===== config.mk =====
export PLATFORM = sky130hd
export DESIGN_NAME = sram_timing_ctrl
export DESIGN_NICKNAME = d
export VERILOG_FILES = /design/src/rtl/sram_ctrl_pkg.sv /design/src/rtl/sram_pwrup_gate.sv /design/src/rtl/sram_phase_timer.sv /design/src/rtl/sram_dq_path.sv /design/src/rtl/sram_timing_ctrl.sv
export SDC_FILE = /design/constraint.sdc
export NUM_CORES = 1
export LEC_CHECK = 0
export BUFFER_PORTS_ARGS = -buffer_cell sky130_fd_sc_hd__buf_4
export CORE_MARGIN = 8
export CORE_UTILIZATION = 40
export DETAILED_ROUTE_END_ITERATION = 7
export PLACE_DENSITY = 0.7
export SKIP_LAST_GASP = 1
export SLEW_MARGIN = 20
export SYNTH_ARGS = -nofsm -noshare
export SYNTH_HDL_FRONTEND = slang
export SYNTH_HIERARCHICAL = 1
export SYNTH_SLANG_ARGS = --single-unit

===== constraint.sdc =====
create_clock -name clk -period 3.3 [get_ports clk]
set_input_delay 0.165 -clock clk [delete_from_list [all_inputs] [get_ports clk]]
set_output_delay 0.165 -clock clk [all_outputs]
set_load 0.03 [all_outputs]

===== src/rtl/sram_ctrl_pkg.sv =====
`timescale 1ns/100ps
package sram_ctrl_pkg;

   typedef enum logic [2:0] {
      ST_IDLE,
      ST_SETUP,
      ST_RACC,
      ST_TURN,
      ST_WOFF,
      ST_WDRV,
      ST_WHOLD
   } sram_st_e;

   typedef struct packed {
      logic sel;
      logic wr_low;
      logic rd_en;
      logic lanes_on;
      logic drive;
   } strobe_t;

   // strobe levels belonging to each state; oe_low_wr selects the write variant
   function automatic strobe_t decode_state(sram_st_e st, logic is_wr, logic oe_low_wr);
      strobe_t s;
      s.sel      = (st != ST_IDLE) && (st != ST_TURN);
      s.wr_low   = (st == ST_WOFF) || (st == ST_WDRV);
      s.rd_en    = (st == ST_RACC) ||
                   (oe_low_wr && is_wr && ((st == ST_SETUP) || (st == ST_WOFF)));
      s.lanes_on = s.sel;
      s.drive    = (st == ST_WDRV) || (st == ST_WHOLD);
      return s;
   endfunction

endpackage


===== src/rtl/sram_pwrup_gate.sv =====
`timescale 1ns/100ps
module sram_pwrup_gate #(
   parameter int PWRUP_CYC = 100000
) (
   input  logic clk,
   input  logic rst_n,
   output logic pwr_ok
);
   generate
      if (PWRUP_CYC == 0) begin : g_none
         assign pwr_ok = 1'b1;
      end else begin : g_count
         localparam int CW = $clog2(PWRUP_CYC + 1);
         localparam logic [CW-1:0] LAST = CW'(PWRUP_CYC - 1);
         logic [CW-1:0] cnt;
         logic          ok_q;
         always_ff @(posedge clk or negedge rst_n) begin
            if (!rst_n) begin
               cnt  <= '0;
               ok_q <= 1'b0;
            end else if (!ok_q) begin
               cnt  <= cnt + 1'b1;
               ok_q <= (cnt == LAST);
            end
         end
         assign pwr_ok = ok_q;
      end
   endgenerate
endmodule


===== src/rtl/sram_phase_timer.sv =====
`timescale 1ns/100ps
module sram_phase_timer #(
   parameter int PH_W = 4
) (
   input  logic            clk,
   input  logic            rst_n,
   input  logic            load,
   input  logic [PH_W-1:0] len,
   output logic            expire
);
   logic [PH_W-1:0] cnt;
   always_ff @(posedge clk or negedge rst_n) begin
      if (!rst_n)
         cnt <= '0;
      else if (load)
         cnt <= len - 1'b1;
      else if (cnt != '0)
         cnt <= cnt - 1'b1;
   end
   assign expire = (cnt == '0);
endmodule


===== src/rtl/sram_dq_path.sv =====
`timescale 1ns/100ps
module sram_dq_path #(
   parameter int LANES = 2
) (
   input  logic                 clk,
   input  logic                 rst_n,
   input  logic                 capture,
   input  logic [LANES-1:0]     lane_en,
   input  logic [8*LANES-1:0]   dq_i,
   output logic [8*LANES-1:0]   rdata,
   output logic                 rvalid
);
   logic [8*LANES-1:0] masked;
   genvar gi;
   generate
      for (gi = 0; gi < LANES; gi++) begin : g_lane
         assign masked[8*gi +: 8] = lane_en[gi] ? dq_i[8*gi +: 8] : 8'h00;
      end
   endgenerate

   always_ff @(posedge clk or negedge rst_n) begin
      if (!rst_n) begin
         rdata  <= '0;
         rvalid <= 1'b0;
      end else begin
         rvalid <= capture;
         if (capture) rdata <= masked;
      end
   end
endmodule


===== src/rtl/sram_timing_ctrl.sv =====
`timescale 1ns/100ps
module sram_timing_ctrl
   import sram_ctrl_pkg::*;
#(
   parameter int AW           = 18,
   parameter int LANES        = 2,
   parameter int PWRUP_CYC    = 100000,
   parameter int CLK_PS       = 10000,
   parameter int T_SETUP      = 1,
   parameter int T_RD         = 2,
   parameter int T_TURN       = 1,
   parameter int T_OFF        = 1,
   parameter int T_WDRV       = 1,
   parameter int T_HOLD       = 1,
   parameter bit WRITE_OE_LOW = 1'b0,
   parameter int MIN_RC_PS    = 10000,
   parameter int MAX_AA_PS    = 10000,
   parameter int MAX_DOE_PS   = 5000,
   parameter int MIN_WC_PS    = 10000,
   parameter int MIN_SCE_PS   = 7000,
   parameter int MAX_HZ_PS    = 5000,
   parameter int PH_W         = 4
) (
   input  logic                 clk,
   input  logic                 rst_n,
   input  logic                 req,
   input  logic                 we,
   input  logic [AW-1:0]        addr,
   input  logic [8*LANES-1:0]   wdata,
   input  logic [LANES-1:0]     be,
   output logic                 ready,
   output logic [8*LANES-1:0]   rdata,
   output logic                 rvalid,
   output logic [AW-1:0]        ram_addr,
   output logic                 ram_ce1_n,
   output logic                 ram_ce2,
   output logic                 ram_we_n,
   output logic                 ram_oe_n,
   output logic [LANES-1:0]     ram_lane_n,
   output logic [8*LANES-1:0]   ram_dq_o,
   output logic                 ram_dq_oe,
   input  logic [8*LANES-1:0]   ram_dq_i
);
   localparam int WOFF_CYC  = WRITE_OE_LOW ? T_OFF : 0;
   localparam int RD_TOTAL  = T_SETUP + T_RD + T_TURN;
   localparam int WR_TOTAL  = T_SETUP + WOFF_CYC + T_WDRV + T_HOLD;
   localparam int WR_END    = T_SETUP + WOFF_CYC + T_WDRV;
   localparam int PH_MAX    = (1 << PH_W) - 1;
   localparam logic [PH_W-1:0] L_SET  = PH_W'(T_SETUP);
   localparam logic [PH_W-1:0] L_RD   = PH_W'(T_RD);
   localparam logic [PH_W-1:0] L_TURN = PH_W'(T_TURN);
   localparam logic [PH_W-1:0] L_OFF  = PH_W'(T_OFF);
   localparam logic [PH_W-1:0] L_WDRV = PH_W'(T_WDRV);
   localparam logic [PH_W-1:0] L_HOLD = PH_W'(T_HOLD);

   // elaboration-time checks of the parameter set against the RAM minimums
   generate
      if (AW < 1 || LANES < 1)
         begin : g_bad_shape   $error("sram_timing_ctrl: AW and LANES must be at least 1"); end
      if (T_SETUP < 1 || T_RD < 1 || T_TURN < 1 || T_WDRV < 1 || T_HOLD < 1 || T_OFF < 1)
         begin : g_bad_len     $error("sram_timing_ctrl: every phase needs at least one cycle"); end
      if (T_SETUP > PH_MAX || T_RD > PH_MAX || T_TURN > PH_MAX ||
          T_OFF > PH_MAX || T_WDRV > PH_MAX || T_HOLD > PH_MAX)
         begin : g_bad_width   $error("sram_timing_ctrl: a phase does not fit PH_W bits"); end
      if ((T_SETUP + T_RD) * CLK_PS < MAX_AA_PS)
         begin : g_bad_aa      $error("sram_timing_ctrl: address-to-data time not covered"); end
      if (T_RD * CLK_PS < MAX_DOE_PS)
         begin : g_bad_doe     $error("sram_timing_ctrl: output-enable-to-data time not covered"); end
      if (RD_TOTAL * CLK_PS < MIN_RC_PS)
         begin : g_bad_rc      $error("sram_timing_ctrl: read cycle too short"); end
      if (WR_TOTAL * CLK_PS < MIN_WC_PS)
         begin : g_bad_wc      $error("sram_timing_ctrl: write cycle too short"); end
      if (WR_END * CLK_PS < MIN_SCE_PS)
         begin : g_bad_sce     $error("sram_timing_ctrl: select-to-write-end too short"); end
      if (WRITE_OE_LOW && (T_OFF * CLK_PS < MAX_HZ_PS))
         begin : g_bad_hz      $error("sram_timing_ctrl: output turn-off wait too short"); end
   endgenerate

   sram_st_e state, nxt;
   logic     pwr_ok, expire, load, capture, accept;
   logic [PH_W-1:0] len;

   logic              op_we;
   logic [LANES-1:0]  op_be;
   logic              cur_we;
   logic [LANES-1:0]  cur_be;
   strobe_t           stb_d;

   sram_pwrup_gate #(.PWRUP_CYC(PWRUP_CYC)) u_pwr (
      .clk(clk), .rst_n(rst_n), .pwr_ok(pwr_ok)
   );

   sram_phase_timer #(.PH_W(PH_W)) u_timer (
      .clk(clk), .rst_n(rst_n), .load(load), .len(len), .expire(expire)
   );

   sram_dq_path #(.LANES(LANES)) u_dq (
      .clk(clk), .rst_n(rst_n), .capture(capture), .lane_en(op_be),
      .dq_i(ram_dq_i), .rdata(rdata), .rvalid(rvalid)
   );

   assign ready  = pwr_ok && (state == ST_IDLE);
   assign accept = req && ready;
   assign cur_we = accept ? we : op_we;
   assign cur_be = accept ? be : op_be;

   // next-state and phase-length selection
   always_comb begin
      nxt     = state;
      load    = 1'b0;
      len     = L_SET;
      capture = 1'b0;
      unique case (state)
         ST_IDLE: if (accept) begin
            nxt  = ST_SETUP;
            load = 1'b1;
            len  = L_SET;
         end
         ST_SETUP: if (expire) begin
            load = 1'b1;
            if (!op_we) begin
               nxt = ST_RACC;
               len = L_RD;
            end else if (WOFF_CYC > 0) begin
               nxt = ST_WOFF;
               len = L_OFF;
            end else begin
               nxt = ST_WDRV;
               len = L_WDRV;
            end
         end
         ST_RACC: if (expire) begin
            nxt     = ST_TURN;
            load    = 1'b1;
            len     = L_TURN;
            capture = 1'b1;
         end
         ST_TURN:  if (expire) nxt = ST_IDLE;
         ST_WOFF: if (expire) begin
            nxt  = ST_WDRV;
            load = 1'b1;
            len  = L_WDRV;
         end
         ST_WDRV: if (expire) begin
            nxt  = ST_WHOLD;
            load = 1'b1;
            len  = L_HOLD;
         end
         ST_WHOLD: if (expire) nxt = ST_IDLE;
         default:  nxt = ST_IDLE;
      endcase
   end

   assign stb_d = decode_state(nxt, cur_we, WRITE_OE_LOW);

   // state, captured request and registered strobes
   always_ff @(posedge clk or negedge rst_n) begin
      if (!rst_n) begin
         state      <= ST_IDLE;
         op_we      <= 1'b0;
         op_be      <= '0;
         ram_addr   <= '0;
         ram_dq_o   <= '0;
         ram_ce1_n  <= 1'b1;
         ram_ce2    <= 1'b0;
         ram_we_n   <= 1'b1;
         ram_oe_n   <= 1'b1;
         ram_lane_n <= '1;
         ram_dq_oe  <= 1'b0;
      end else begin
         state <= nxt;
         if (accept) begin
            op_we    <= we;
            op_be    <= be;
            ram_addr <= addr;
            if (we) ram_dq_o <= wdata;
         end
         ram_ce1_n  <= !stb_d.sel;
         ram_ce2    <= stb_d.sel;
         ram_we_n   <= !stb_d.wr_low;
         ram_oe_n   <= !stb_d.rd_en;
         ram_lane_n <= stb_d.lanes_on ? ~cur_be : '1;
         ram_dq_oe  <= stb_d.drive;
      end
   end
endmodule


# Word-level counts from Yosys, hierarchy flattened
# Cells that the tools add are included.
[word_totals] in_bits=56 wordCells=70 ff_bits=86 out_inout_bits=59
[op_classes] bitwise_logic=1 n_eq_ne=12 muxes=22 n_addsub=3 reduce_logical=16
[op_table] op="two-way mux 3 bit" count=7
[op_table] op="equality test 3 bit, second input constant" count=6
[op_table] op="case mux 3 bit (6 select lines)" count=1
[op_table] op="adder 17 x 1 -> 17 bit, second input constant" count=1
[op_table] op="equality test 17 bit, second input constant" count=1
[op_table] op="two-way mux 8 bit" count=2
[op_table] op="two-way mux 2 bit" count=5
[op_table] op="equality test 3 x 2 -> 1 bit, second input constant" count=3
[op_table] op="two-way mux 4 bit" count=2
[op_table] op="logical NOT 4 bit" count=1
[op_table] op="two-way mux 1 bit" count=4
[op_table] op="nonzero test 4 bit" count=1
[op_table] op="OR reduction 4 bit" count=1
[op_table] op="subtractor 4 x 1 -> 4 bit, second input constant" count=1
[op_table] op="equality test 3 x 1 -> 1 bit, second input constant" count=1
[op_table] op="logical AND 1 bit" count=3
[op_table] op="logical NOT 1 bit" count=3
[op_table] op="logical NOT 3 bit" count=1
[op_table] op="inequality test 3 x 2 -> 1 bit, second input constant" count=1
[op_table] op="nonzero test 3 bit" count=1
[op_table] op="subtractor 2 x 1 -> 3 bit, second input constant" count=1
[op_table] op="logical OR 1 bit" count=2
[op_table] op="NOT 2 bit" count=1
[op_table] op="case mux 1 bit (2 select lines)" count=1
[op_table] op="3 further kinds" count=3

# Depth between registers and ports, before layout
[logic_depth] word_depth=8 mapped_depth=11

# Modules after synthesis
# The synthesis kept the hierarchy.
[by_module_without_submodules] mod="sram_timing_ctrl" cells_per_inst=134 area_each_um2=1911.8 n_inst=1 seq_area_each_um2=1182.4
[by_module_without_submodules] mod="sram_pwrup_gate" cells_per_inst=66 area_each_um2=822.0 n_inst=1 seq_area_each_um2=450.4
[by_module_without_submodules] mod="sram_dq_path" cells_per_inst=70 area_each_um2=673.1 n_inst=1 seq_area_each_um2=425.4
[by_module_without_submodules] mod="sram_phase_timer" cells_per_inst=21 area_each_um2=242.7 n_inst=1 seq_area_each_um2=100.1

# Worst setup path after synthesis
# Ideal clock, no wire load.
[synth_timing] kind="register to register" start="register state[1]" end="register u_timer.cnt[2]" n_path_buf=2 arrival_ns=2.418 slack_ns=0.787 path_stages_with_launch=11 cell_sequence="dfrtp_1 -> nor4b_4 -> nand2_2 -> buf_2 -> o21ai_0 -> buf_2 -> mux2i_1 -> ha_1 -> xor2_1 -> nand2_1 -> o31ai_1"
[synth_between] elab_chain_cells=6 word_cells_on_any_way=14 classes_between="add/sub: 1; eq/ne: 4; mux: 4; reduce/logical: 5"
[synth_rtl] element="start, declared" line_no="sram_timing_ctrl.sv:79" source="sram_st_e state, nxt;"
[synth_rtl] element="start signal, assigned" line_no="sram_timing_ctrl.sv:171" source="state <= nxt;"
[synth_rtl] element="logical NOT 3 bit (*)" line_no="sram_timing_ctrl.sv:102" source="assign ready = pwr_ok && (state == ST_IDLE);"
[synth_rtl] element="logical AND 1 bit (*)" line_no="sram_timing_ctrl.sv:102"
[synth_rtl] element="named net ready" line_no="sram_timing_ctrl.sv:31" source="output logic ready,"
[synth_rtl] element="logical AND 1 bit (*)" line_no="sram_timing_ctrl.sv:103" source="assign accept = req && ready;"
[synth_rtl] element="two-way mux 1 bit (*)" line_no="sram_timing_ctrl.sv:114" source="ST_IDLE: if (accept) begin"
[synth_rtl] element="case mux 1 bit (2 select lines) (*)" line_no="sram_timing_ctrl.sv:113" source="unique case (state)"
[synth_rtl] element="named net load" line_no="sram_timing_ctrl.sv:80" source="logic pwr_ok, expire, load, capture, accept;"
[synth_rtl] element="two-way mux 4 bit / nonzero test 2 bit (equally long branches)"
[synth_rtl] element="end signal, assigned" line_no="sram_phase_timer.sv:16" source="cnt <= len - 1'b1;"
[synth_rtl] element="end signal, assigned" line_no="sram_phase_timer.sv:18" source="cnt <= cnt - 1'b1;"
[synth_rtl] element="end, declared" line_no="sram_phase_timer.sv:11" source="logic [PH_W-1:0] cnt;"
# The timed path passes the listed nets; every way through them passes the cells marked *.
# A chain may end at the register's enable or synchronous reset.

# Worst setup path after layout
[layout_timing] start="register u_timer.cnt[2]" end="register u_timer.cnt[2]"
[layout_between] elab_chain_cells=5 word_cells_on_any_way=11 classes_between="add/sub: 2; mux: 6; reduce/logical: 3"
[layout_rtl] element="logical NOT 4 bit" line_no="sram_phase_timer.sv:20" source="assign expire = (cnt == '0);"
[layout_rtl] element="named net expire" line_no="sram_timing_ctrl.sv:80"
[layout_rtl] element="two-way mux 2 bit" line_no="sram_timing_ctrl.sv:119" source="ST_SETUP: if (expire) begin"
[layout_rtl] element="two-way mux 2 bit"
[layout_rtl] element="named net len[1]" line_no="sram_timing_ctrl.sv:81" source="logic [PH_W-1:0] len;"
[layout_rtl] element="subtractor 2 x 1 -> 3 bit" line_no="sram_phase_timer.sv:16"
[layout_rtl] element="two-way mux 4 bit" line_no="sram_phase_timer.sv:15" source="else if (load)"
# The timed path passes the listed nets, and every way through them passes these cells. The select of a mux whose other input is x is not followed.

==> metrics.txt <==
status=finished, final reports clean; nature of the critical path endpoint=flop; Setup WS post-layout=0.834 ns; Starting Density=0.403; row count=35; cts bufs inserted=9; Main synth FF type=dfrtp_1; number of vias per cell=4.77; H-tree depth=3; Design Area, Final=4820 µm²; Post-CTS Setup Bufs=0; area leader, netlist=dfrtp_1; Critical Path Fanout Max=10; reg2reg path depth=10; Area Overhead vs Synth=32.0%; clock buffer depth=2; antenna-violating nets left=0; Die Ht=112 µm; hpwl dp=5.76 mm; most frequent cell after synthesis=dfrtp_1; die width=112 µm; Slew Limit Fails=0; CTS tree=done; Setup CP Type=reg -> reg; area of the core=9060 µm²; drt initial violations=107; antenna violations before repair=0; clock latency on the worst-skew pair=0.35 ns; arrival time at the worst endpoint=2.71 ns; first-pass GRT wire length=13.6 mm; placed standard-cell area=4610 µm²; Netlist cell types=51; synthesized area=3650 µm²; synth warn=6; io pins=115; pin count of the biggest net entering global routing=87; Static Leak=2.41 nW; # clock sinks=86; minimum clock period after layout=2.47 ns; top cells by area, synth=dfrtp_1 56%, mux2_2 8.0%, dfstp_2 3.6%; fmax=406 MHz; RSZ-0062 raised after global routing=no; min-delay worst type=in -> reg; final worst-path cycle share=0.747; NumNets Final=467; EDFF count, synth=0; Pwr Total=0.00283 W; DP Worst Slack=0.848 ns; via count=2506; drt total wl=7.89 mm; Layout Utilization=0.531; Fin Setup TNS=0 ns; RD Place Congestion=0.753; drt drc=0; synthesis-stage register bit count=86; Power Density=588 nW/µm²; Fin. Hold Viols=0; FF-to-FF setup slack=0.83 ns; cell count after synthesis=291; worst slew pin tran=0.759 ns; hold path depth=2; # diodes=0; share of layout cells above drive strength 1=0.430; max cap viols=0; total track usage=0.135; Avg Cell Area, Syn=12.5 µm²; top cells by count, synth=81 x dfrtp_1, 26 x mux2_2, 23 x o21ai_0; Max VDD drop=238 µV; die area=12400 µm²; post-synth top area share=0.555; PortBufs=114; clk_skew=0.0138 ns; Setup Viol. Count Final=0; Root Buffer=clkbuf_8; WP data required=3.55 ns; clk slew on worst S/H paths=0.08 ns; first-pass iteration count of the detailed router=4; crit start category=flop; number of global-route vias before repair=2742; Wirelength per Cell=15.0 µm; async set-reset flop share out of synthesis=1.00; Seq/Total Area, Yosys=0.591; Slew headroom=0.494; grt ovf=0
[cell families (layout without fill, tap and decap cells)]
group | Yosys count | count (layout) | share of synthesized area
xor gates and xnor gates | 21 | 21 | 0.0504
muxes | 39 | 39 | 0.119
and+or+nand+nor | 71 | 71 | 0.129
AOI/OAI and AO/OA | 38 | 38 | 0.0631
adders and majority gates | 2 | 2 | 0.00686
buffers and inverters | 33 | 154 | 0.0394
other | 1 | 3 | 0.00103
DFF | 86 | 86 | 0.591
[stage by stage]
stage	hold WS (ns)	std cells
2_1_floorplan	-0.131	293
3_3_place_gp	0.379	508
3_5_place_dp	0.385	508
4_1_cts	0.0112	524
5_1_grt	0.00486	525
6_report	0.0346	525
[cell type report]
type,instances,area [µm²]
multi-input combinational,174,1360
clock inverter,6,68.8
clock buffer,10,128
sequential,86,2160
tap,111,139
inverter,20,75.1
timing repair buffer,118,892
fill,779,4250
[flip-flops by register name (all words and copies together) (netlist names)]
signal / flops
ram_dq_oe: 1
ram_ce2: 1
ram_dq_o: 16
u_pwr/pwr_ok: 1
ram_addr: 18
u_dq/rvalid: 1
u_dq/rdata: 16
ram_lane_n: 2
state: 3
ram_we_n: 1
op_we: 1
u_pwr/g_count.cnt: 17
ram_ce1_n: 1
u_timer/cnt: 4
op_be: 2
ram_oe_n: 1
[cells in the final DEF, fill, tap and decap left out, types with 9 or more instances in the layout]
cell type and n:
dfrtp_1 81, o21ai_0 23, nand2_1 10, buf_4 116, clkbuf_8 9, mux2_2 26
inv_1 20, xnor2_1 15, nand3_1 20, mux2_1 10
[power by group]
| group | total (W) | internal [W] | switching [W] |
|---|---|---|---|
| Combinational | 0.000797 | 0.000323 | 0.000474 |
| Sequential | 0.00131 | 0.00120 | 0.000111 |
| Clock | 0.000727 | 0.000356 | 0.000371 |
| Total | 0.00283 | 0.00188 | 0.000956 |
[final timing paths]
path | start | endpoint
worst max register to register | u_timer/cnt[2] | u_timer/cnt[2]
worst max-delay path | u_timer/cnt[2] | u_timer/cnt[2]
worst min register to register | u_pwr/g_count.cnt[16] | u_pwr/g_count.cnt[16]
worst min-delay path | wdata[12] | ram_dq_o[12]
min in group asynchronous | rst_n | u_pwr/g_count.cnt[15]
max in group asynchronous | rst_n | ram_addr[16]
[routing by layer]
layer | part of all wire | vias to the layer above | wire (µm) | global-route usage
li1 | - | 1229 | - | -
met1 | 0.42 | 1211 | 3350 | 0.158
met2 | 0.51 | 58 | 4050 | 0.222
met3 | 0.048 | 8 | 378 | 0.0411
met4 | 0.013 | 0 | 106 | 0.0675
met5 | 0 | - | 0 | 0
[timing repair]
action	CTS	global route
resized for setup	0	0
hold buffers	0	1
hold endpoints to repair	0	81
[worst max-delay path: stages, from the launching register on]
cell	delay, ns
dfrtp_1	0.40
or3_4	0.43
nor2_4	0.20
nand3b_1	0.17
nor3_1	0.33
inv_1	0.11
mux2i_1	0.21
ha_1	0.24
xor2_1	0.16
nand2_1	0.06
o31ai_1	0.06
Note: power is estimated with default switching activity, not from simulation.
